==> src/rtl/pwm16_pkg.sv <==
package pwm16_pkg;

  typedef enum logic [1:0] {
    REG_CMP_LO = 2'd0,
    REG_CMP_HI = 2'd1,
    REG_MODE   = 2'd2,
    REG_FLAG   = 2'd3
  } reg_sel_e;

  // mode register, bit 0 is the comparator enable
  typedef struct packed {
    logic irq_en;    // bit 4
    logic match_en;  // bit 3
    logic wide;      // bit 2
    logic pwm;       // bit 1
    logic en;        // bit 0
  } mode_t;

  localparam int MODE_W = 5;

  function automatic logic mode_active(input mode_t m);
    return m.en & m.pwm & m.wide;
  endfunction

  function automatic logic irq_request(input mode_t m, input logic flag);
    return flag & m.match_en & m.irq_en;
  endfunction

endpackage

==> src/rtl/pwm_timebase.sv <==
module pwm_timebase #(
  parameter int TB_W = 16
) (
  input  logic            clk,
  input  logic            rst_n,
  input  logic            step,
  output logic [TB_W-1:0] cnt_q,
  output logic [TB_W-1:0] cnt_nxt,
  output logic            wrap_evt
);
  localparam logic [TB_W-1:0] TOP = {TB_W{1'b1}};

  assign cnt_nxt  = cnt_q + 1'b1;
  assign wrap_evt = step && (cnt_q == TOP);

  always_ff @(posedge clk) begin
    if (!rst_n)    cnt_q <= '0;
    else if (step) cnt_q <= cnt_nxt;
  end


  hold_when_idle_chk: assert property (@(posedge clk) disable iff (!rst_n)
    !step |=> $stable(cnt_q));

  advance_by_one_chk: assert property (@(posedge clk) disable iff (!rst_n)
    step |=> cnt_q == TB_W'($past(cnt_q) + 1'b1));

endmodule

==> src/rtl/pwm_ctrl_regs.sv <==
module pwm_ctrl_regs
  import pwm16_pkg::*;
#(
  parameter int TB_W = 16
) (
  input  logic            clk,
  input  logic            rst_n,
  input  logic            wr_en,
  input  logic [1:0]      wr_addr,
  input  logic [7:0]      wr_data,
  input  logic            match_evt,
  output logic [TB_W-1:0] cmp_q,
  output mode_t           mode_q,
  output logic            flag_q
);
  localparam int HI_W = TB_W - 8;

  reg_sel_e sel;
  logic     wr_lo, wr_hi, wr_mode, clr_req;

  assign sel     = reg_sel_e'(wr_addr);
  assign wr_lo   = wr_en && (sel == REG_CMP_LO);
  assign wr_hi   = wr_en && (sel == REG_CMP_HI);
  assign wr_mode = wr_en && (sel == REG_MODE);
  assign clr_req = wr_en && (sel == REG_FLAG) && !wr_data[0];

  always_ff @(posedge clk) begin
    if (!rst_n) begin
      cmp_q  <= '0;
      mode_q <= '0;
    end else if (wr_lo) begin
      cmp_q[7:0] <= wr_data;
      mode_q.en  <= 1'b0;
    end else if (wr_hi) begin
      cmp_q[TB_W-1:8] <= wr_data[HI_W-1:0];
      mode_q.en       <= 1'b1;
    end else if (wr_mode) begin
      mode_q <= mode_t'(wr_data[MODE_W-1:0]);
    end
  end

  // a match on the same edge outranks a clear
  always_ff @(posedge clk) begin
    if (!rst_n)         flag_q <= 1'b0;
    else if (match_evt) flag_q <= 1'b1;
    else if (clr_req)   flag_q <= 1'b0;
  end


  lo_clears_en_chk: assert property (@(posedge clk) disable iff (!rst_n)
    wr_lo |=> !mode_q.en);

  hi_sets_en_chk: assert property (@(posedge clk) disable iff (!rst_n)
    wr_hi |=> mode_q.en);

  flag_set_chk: assert property (@(posedge clk) disable iff (!rst_n)
    match_evt |=> flag_q);

  flag_sticky_chk: assert property (@(posedge clk) disable iff (!rst_n)
    flag_q && !clr_req |=> flag_q);

endmodule

==> src/rtl/pwm_compare_out.sv <==
module pwm_compare_out #(
  parameter int TB_W = 16
) (
  input  logic            clk,
  input  logic            rst_n,
  input  logic            step,
  input  logic            active,
  input  logic [TB_W-1:0] cnt_nxt,
  input  logic [TB_W-1:0] cmp,
  input  logic            wrap_evt,
  output logic            match_evt,
  output logic            pwm_q
);
  assign match_evt = active && step && (cnt_nxt == cmp);

  always_ff @(posedge clk) begin
    if (!rst_n)         pwm_q <= 1'b0;
    else if (match_evt) pwm_q <= 1'b1;
    else if (wrap_evt)  pwm_q <= 1'b0;
  end


  set_on_match_chk: assert property (@(posedge clk) disable iff (!rst_n)
    match_evt |=> pwm_q);

  clear_on_wrap_chk: assert property (@(posedge clk) disable iff (!rst_n)
    wrap_evt && !match_evt |=> !pwm_q);

  hold_between_events_chk: assert property (@(posedge clk) disable iff (!rst_n)
    !match_evt && !wrap_evt |=> $stable(pwm_q));

  no_match_inactive_chk: assert property (@(posedge clk) disable iff (!rst_n)
    !active |-> !match_evt);

endmodule

==> src/rtl/pwm16_channel.sv <==
module pwm16_channel
  import pwm16_pkg::*;
#(
  parameter int TB_W = 16
) (
  input  logic            clk,
  input  logic            rst_n,
  input  logic            tick_en,
  input  logic            wr_en,
  input  logic [1:0]      wr_addr,
  input  logic [7:0]      wr_data,
  output logic [TB_W-1:0] timebase,
  output logic            pwm_out,
  output logic            match_flag,
  output logic            cmp_enabled,
  output logic            match_irq
);
  logic [TB_W-1:0] cnt_nxt, cmp_q;
  logic            wrap_evt, match_evt, active;
  mode_t           mode_q;

  pwm_timebase #(.TB_W(TB_W)) u_timebase (
    .clk      (clk),
    .rst_n    (rst_n),
    .step     (tick_en),
    .cnt_q    (timebase),
    .cnt_nxt  (cnt_nxt),
    .wrap_evt (wrap_evt)
  );

  pwm_ctrl_regs #(.TB_W(TB_W)) u_regs (
    .clk       (clk),
    .rst_n     (rst_n),
    .wr_en     (wr_en),
    .wr_addr   (wr_addr),
    .wr_data   (wr_data),
    .match_evt (match_evt),
    .cmp_q     (cmp_q),
    .mode_q    (mode_q),
    .flag_q    (match_flag)
  );

  assign active = mode_active(mode_q);

  pwm_compare_out #(.TB_W(TB_W)) u_compare (
    .clk       (clk),
    .rst_n     (rst_n),
    .step      (tick_en),
    .active    (active),
    .cnt_nxt   (cnt_nxt),
    .cmp       (cmp_q),
    .wrap_evt  (wrap_evt),
    .match_evt (match_evt),
    .pwm_q     (pwm_out)
  );

  assign cmp_enabled = mode_q.en;
  assign match_irq   = irq_request(mode_q, match_flag);


  irq_needs_flag_chk: assert property (@(posedge clk) disable iff (!rst_n)
    match_irq |-> match_flag);

endmodule

==> config.mk <==
export PLATFORM = sky130hd
export DESIGN_NAME = pwm16_channel
export DESIGN_NICKNAME = d
export VERILOG_FILES = /design/src/rtl/pwm16_pkg.sv /design/src/rtl/pwm_timebase.sv /design/src/rtl/pwm_ctrl_regs.sv /design/src/rtl/pwm_compare_out.sv /design/src/rtl/pwm16_channel.sv
export SDC_FILE = /design/constraint.sdc
export NUM_CORES = 1
export LEC_CHECK = 0
export BUFFER_PORTS_ARGS = -buffer_cell sky130_fd_sc_hd__buf_2
export CAP_MARGIN = 20
export CORE_ASPECT_RATIO = 1.1
export CORE_MARGIN = 1
export CORE_UTILIZATION = 45
export CTS_CLUSTER_SIZE = 30
export DETAILED_ROUTE_END_ITERATION = 8
export PLACE_DENSITY = 0.66
export SLEW_MARGIN = 15
export SYNTH_ARGS = -nofsm -noshare
export SYNTH_HDL_FRONTEND = slang
export SYNTH_SLANG_ARGS = --single-unit
==> constraint.sdc <==
create_clock -name clk -period 4.7 [get_ports clk]
set_input_delay 0.94 -clock clk [delete_from_list [all_inputs] [get_ports clk]]
set_output_delay 0.94 -clock clk [all_outputs]
set_load 0.01 [all_outputs]
==> results of run 1 <==
-- worst min-delay path, stage by stage, from the launching register on --
cell     delay, ns
dfxtp_1       0.33
nand3_1       0.08
nand2_1       0.05
-- final cells by class --
type / instances / area (um^2) / share of cell area [%]
clock buffer: 5 / 68.8 / 2.81
clock inverter: 3 / 67.6 / 2.76
inverter: 1 / 3.75 / 0.153
multi-input combinational: 173 / 1290 / 52.8
sequential: 39 / 781 / 31.9
tap: 56 / 70.1 / 2.86
timing repair buffer: 33 / 165 / 6.75
-- how the worst max path moves through the flow --
stage               cells past startpoint                                end
floorplan                               5  u_timebase.cnt_q[14]$_SDFFE_PN0P_
global placement                        7       u_compare.pwm_q$_SDFFE_PN0P_
detailed placement                      7       u_compare.pwm_q$_SDFFE_PN0P_
CTS                                     7       u_compare.pwm_q$_SDFFE_PN0P_
global route                            7         u_regs.flag_q$_SDFFE_PN0P_
finish                                  7       u_compare.pwm_q$_SDFFE_PN0P_
-- cell usage after synthesis, drive strengths merged, types with 6 or more instances --
cell and n:
clkbuf 10, and2 14, xor2 10, nor2 6
nor2b 24, nand3 11, nand4 11, dfxtp 39
mux2i 23, xnor2 26, nand2 10
-- where the power goes --
part | switching (mW) | internal [mW] | total [mW]
logic | 0.0289 | 0.0277 | 0.0566
registers | 0.00917 | 0.338 | 0.348
clock network | 0.126 | 0.212 | 0.338
-- through the flow --
stage	power [mW]	util (%)	setup WS, ns	cells
2_1_floorplan	0.393	-	2.81	225
3_3_place_gp	0.413	50.0	2.26	302
3_5_place_dp	0.413	50.0	2.23	302
4_1_cts	0.744	53.0	2.54	310
5_1_grt	0.770	53.0	2.37	310
6_report	0.742	53.0	2.55	310
-- routing by layer --
| metal | part of all wire [%] | vias to the layer above | track usage (%) |
|---|---|---|---|
| li1 | - | 842 | - |
| met1 | 49 | 754 | 26.0 |
| met2 | 45 | 54 | 28.5 |
| met3 | 5.1 | 5 | 4.55 |
| met4 | 0.92 | 0 | 4.86 |
| met5 | 0 | - | 0 |
-- flip-flops by register name, summed over array words and instances (netlist names) --
register and flops:
u_regs.flag_q 1, u_regs.mode_q 5, u_compare.pwm_q 1, u_timebase.cnt_q 16, u_regs.cmp_q 16
-- cells by family after synthesis --
group	synth area share (%)
simple gates	30.2
flops	36.2
xor+xnor	14.6
mux	10.7
buf+inv	4.05
compound gates	3.77
fa+ha+maj	0.579
==> impl_metrics.env, run 1 <==
export IMPL_worstRegToRegCells=6
export IMPL_synth_edf_count=0
export IMPL_slew_viol_final=0
export IMPL_tns_ns=0
export IMPL_async_flop_share_pct=0
export IMPL_synth_area_leaders="dfxtp_1 36%, mux2i_1 11%, xnor2_1 11%"
export IMPL_finalWeightedCongestion=0.793
export IMPL_grt_pass1_wl_um=7020
export IMPL_grt_pass1_vias=1383
export IMPL_final_common_cell="dfxtp_1"
export IMPL_finalCriticalPeriod_ns=2.15
export IMPL_netlist_instances=225
export IMPL_path_cells="buf_2, nand4_1, nor4_1, o2111ai_1, a211oi_1, nand4_1, nand2_1"
export IMPL_leakage_nw=1.06
export IMPL_required_ns=4.94
export IMPL_hold_path_class="reg -> reg"
export IMPL_insertion_delay_ns=0.29
export IMPL_ys_seq_area_share_pct=36.2
export IMPL_skew_ns=0.00515
export IMPL_hold_viol_final=0
export IMPL_end_kind="flip-flop"
export IMPL_crit_path_start_kind="input pin"
export IMPL_slew_headroom_pct=56.7
export IMPL_yosysTopAreaCell="dfxtp_1"
export IMPL_place_area_um2=2310
export IMPL_start_util_pct=46.7
export IMPL_via_per_inst=5.34
export IMPL_ys_ff_latch=39
export IMPL_core_rowCount=26
export IMPL_power_density_nw_per_um2=303
export IMPL_max_cap_viol_count=0
export IMPL_rsz0062_at_grt="false"
export IMPL_reg2reg_from="u_timebase.cnt_q[0]$_SDFFE_PN0P_"
export IMPL_io_buffers=33
export IMPL_via_count=1655
export IMPL_holdPathEnd="u_compare.pwm_q$_SDFFE_PN0P_"
export IMPL_drc=0
export IMPL_reg2reg_to="u_timebase.cnt_q[14]$_SDFFE_PN0P_"
export IMPL_synth_cell_area_um2=2160
export IMPL_worst_slew_pin_slew_ns=0.645
export IMPL_die_h_um=74.7
export IMPL_fin_crit_sh_pct=45.8
export IMPL_drt_iter0_drc=116
export IMPL_wl_um=4370
export IMPL_grt_overflow=0
export IMPL_fill_cells=437
export IMPL_fp_coreArea_um2=4620
export IMPL_status="complete, no violations"
export IMPL_hold_ws_ns=0.490
export IMPL_die_area_um2=5080
export IMPL_crit_top_cell="nand4_1"
export IMPL_peakVddDrop_uv=173
export IMPL_layout_area_overhead_vs_synth_pct=13.3
export IMPL_yosysTopAreaCellShare_pct=36.2
export IMPL_ctsHoldBuffers=0
export IMPL_ios=34
export IMPL_hp_start="u_compare.pwm_q$_SDFFE_PN0P_"
export IMPL_wire_per_inst_um=14.1
export IMPL_design_area_um2=2450
export IMPL_ant_nets=0
export IMPL_crit_type="in -> reg"
export IMPL_r2r_slack_ns=2.58
export IMPL_setup_viol=0
export IMPL_dp_hpwl_um=3230
export IMPL_clk_pin_slew_ns=0.08
export IMPL_crit_family="simple AND/OR/NAND/NOR gates"
export IMPL_cts_tree="yes"
export IMPL_grt_max_degree=41
export IMPL_cts_max_level=2
export IMPL_grt_usage_pct=18.6
export IMPL_yosys_warnings=0
export IMPL_cts_setup_buffers=0
export IMPL_drive_above_1_share_pct=18.9
export IMPL_cts_buffers=5
export IMPL_setup_worst_path_start="rst_n"
export IMPL_holdPathStages=2
export IMPL_path_max_fanout=40
export IMPL_slowest_delay_ns=0.44
export IMPL_synthDistinctLibCells=38
export IMPL_fmax_mhz=465
export IMPL_critPathSlowestCell="buf_2"
export IMPL_fin_nets=268
export IMPL_ys_flop_type="dfxtp_1"
export IMPL_dr_pass1_iters=4
export IMPL_clockBufferDepth=2
export IMPL_syn_num_nets=240
export IMPL_cts_sinks=39
export IMPL_root_buffer="clkbuf_8"
export IMPL_cp_arrival_ns=2.39
export IMPL_final_cell_mix="39 x dfxtp_1, 33 x buf_2, 26 x xnor2_1"
export IMPL_num_antenna_cells=0
export IMPL_avgSynthCellArea_um2=9.60
export IMPL_worst_path_buf_inv=1
export IMPL_die_x_um=68.1
export IMPL_antenna_found_initial=0
export IMPL_post_cts_resize_count=0
(Power assumes the default switching activity.)
==> run 2: changes to the inputs <==
Clock period 4.7 ns to 2.22 ns, I/O delays scaled along.
==> impl_metrics.env, run 2 (synthesis gave the netlist of run 1 again) <==
export IMPL_hp_start="wr_data[5]"
export IMPL_fin_ws_ns=0.382
export IMPL_rsz0062_at_grt="false"
export IMPL_grt_max_degree=40
export IMPL_cts_buffers=5
export IMPL_num_antenna_cells=0
export IMPL_cp_arrival_ns=2.08
export IMPL_holdPathEnd="u_regs.cmp_q[13]$_SDFFE_PN0P_"
export IMPL_fmax_mhz=544
export IMPL_via_count=1675
export IMPL_die_x_um=68.1
export IMPL_drc=0
export IMPL_setup_viol=0
export IMPL_crit_path_start_kind="flip-flop"
export IMPL_final_cell_mix="39 x dfxtp_1, 33 x buf_2, 26 x xnor2_1"
export IMPL_final_common_cell="dfxtp_1"
export IMPL_worst_slew_pin_slew_ns=0.544
export IMPL_clockBufferDepth=2
export IMPL_start_util_pct=46.7
export IMPL_finalCriticalPeriod_ns=1.84
export IMPL_dp_hpwl_um=3420
export IMPL_clk_pin_slew_ns=0.08
export IMPL_wire_per_inst_um=14.7
export IMPL_fp_coreArea_um2=4620
export IMPL_reg2reg_from="u_timebase.cnt_q[1]$_SDFFE_PN0P_"
export IMPL_holdPathStages=3
export IMPL_ant_nets=0
export IMPL_dr_pass1_iters=5
export IMPL_peakVddDrop_uv=355
export IMPL_ctsHoldBuffers=0
export IMPL_finalWeightedCongestion=0.859
export IMPL_max_cap_viol_count=0
export IMPL_power_density_nw_per_um2=606
export IMPL_place_ws_ns=0.403
export IMPL_r2r_slack_ns=0.38
export IMPL_io_buffers=33
export IMPL_cts_tree="yes"
export IMPL_layout_area_overhead_vs_synth_pct=14.7
export IMPL_path_max_fanout=7
export IMPL_hold_ws_ns=0.421
export IMPL_status="complete, no violations"
export IMPL_grt_usage_pct=20.5
export IMPL_cts_sinks=39
export IMPL_wl_um=4640
export IMPL_grt_overflow=0
export IMPL_reg2reg_to="u_compare.pwm_q$_SDFFE_PN0P_"
export IMPL_tns_ns=0
export IMPL_crit_type="reg -> reg"
export IMPL_slew_headroom_pct=63.7
export IMPL_antenna_found_initial=0
export IMPL_cts_setup_buffers=0
export IMPL_leakage_nw=1.09
export IMPL_post_cts_resize_count=0
export IMPL_required_ns=2.46
export IMPL_insertion_delay_ns=0.30
export IMPL_fin_crit_sh_pct=82.8
export IMPL_via_per_inst=5.30
export IMPL_worstRegToRegCells=7
export IMPL_skew_ns=0.00342
export IMPL_core_rowCount=26
export IMPL_cts_max_level=2
export IMPL_grt_pass1_vias=1521
export IMPL_root_buffer="clkbuf_8"
export IMPL_finalCoreUtilization_pct=53.6
export IMPL_end_kind="flip-flop"
export IMPL_drive_above_1_share_pct=20.8
export IMPL_die_area_um2=5080
export IMPL_top_regs="u_regs.cmp_q: 16 flops, u_timebase.cnt_q: 16 flops, u_regs.mode_q: 5 flops"
export IMPL_drt_iter0_drc=104
export IMPL_grt_pass1_wl_um=7620
export IMPL_die_h_um=74.7
export IMPL_fin_nets=274
export IMPL_hold_path_class="in -> reg"
export IMPL_slew_viol_final=0
export IMPL_ios=34
export IMPL_hold_viol_final=0
-- run 2: worst max path at each step --
| stage | depth (start not counted) | to | start | slack [ns] |
|---|---|---|---|---|
| 3_5_place_dp | 7 | u_regs.flag_q$_SDFFE_PN0P_ | u_timebase.cnt_q[1]$_SDFFE_PN0P_ | 0.40 |
| 2_1_floorplan | 6 | u_timebase.cnt_q[14]$_SDFFE_PN0P_ | u_timebase.cnt_q[0]$_SDFFE_PN0P_ | 0.40 |
| 6_report | 7 | u_compare.pwm_q$_SDFFE_PN0P_ | u_timebase.cnt_q[1]$_SDFFE_PN0P_ | 0.38 |
| 3_3_place_gp | 7 | u_compare.pwm_q$_SDFFE_PN0P_ | u_timebase.cnt_q[1]$_SDFFE_PN0P_ | 0.44 |
| 4_1_cts | 7 | u_compare.pwm_q$_SDFFE_PN0P_ | u_timebase.cnt_q[1]$_SDFFE_PN0P_ | 0.38 |
| 5_1_grt | 7 | u_regs.flag_q$_SDFFE_PN0P_ | u_timebase.cnt_q[1]$_SDFFE_PN0P_ | 0.17 |
-- run 2: cell type report --
type / instances / area [um^2]
Fill cell: 455 / 2140
Multi-Input combinational cell: 173 / 1290
Sequential cell: 39 / 781
Timing Repair Buffer: 39 / 210
Clock buffer: 6 / 82.6
Tap cell: 56 / 70.1
Clock inverter: 2 / 38.8
Inverter: 1 / 3.75
-- run 2: stage by stage --
step / instance area (um^2) / std cells / total power, mW
2_1_floorplan: 2160 / 225 / 0.831
3_3_place_gp: 2360 / 308 / 0.876
3_5_place_dp: 2360 / 308 / 0.877
4_1_cts: 2480 / 316 / 1.51
5_1_grt: 2480 / 316 / 1.56
6_report: 2480 / 316 / 1.50
-- run 2: critical path, cell delays in order (launching register included) --
cell,delay [ns]
dfxtp_1,0.43
ha_1,0.28
nand3_2,0.16
nor2_1,0.20
a311oi_1,0.13
nor4_1,0.34
nand4_1,0.15
nand2_1,0.08
-- run 2: where the power goes --
| part | switching, mW | leakage [nW] | internal [mW] |
|---|---|---|---|
| clock | 0.271 | 0.0618 | 0.370 |
| combinational | 0.0647 | 0.711 | 0.0619 |
| sequential | 0.0168 | 0.316 | 0.716 |
-- run 2: routing by layer --
layer / global-route usage (%) / routed length (um)
met1: 28.3 / 2300
met3: 4.70 / 164
met2: 30.5 / 2080
met4: 8.56 / 89
met5: 0 / 0
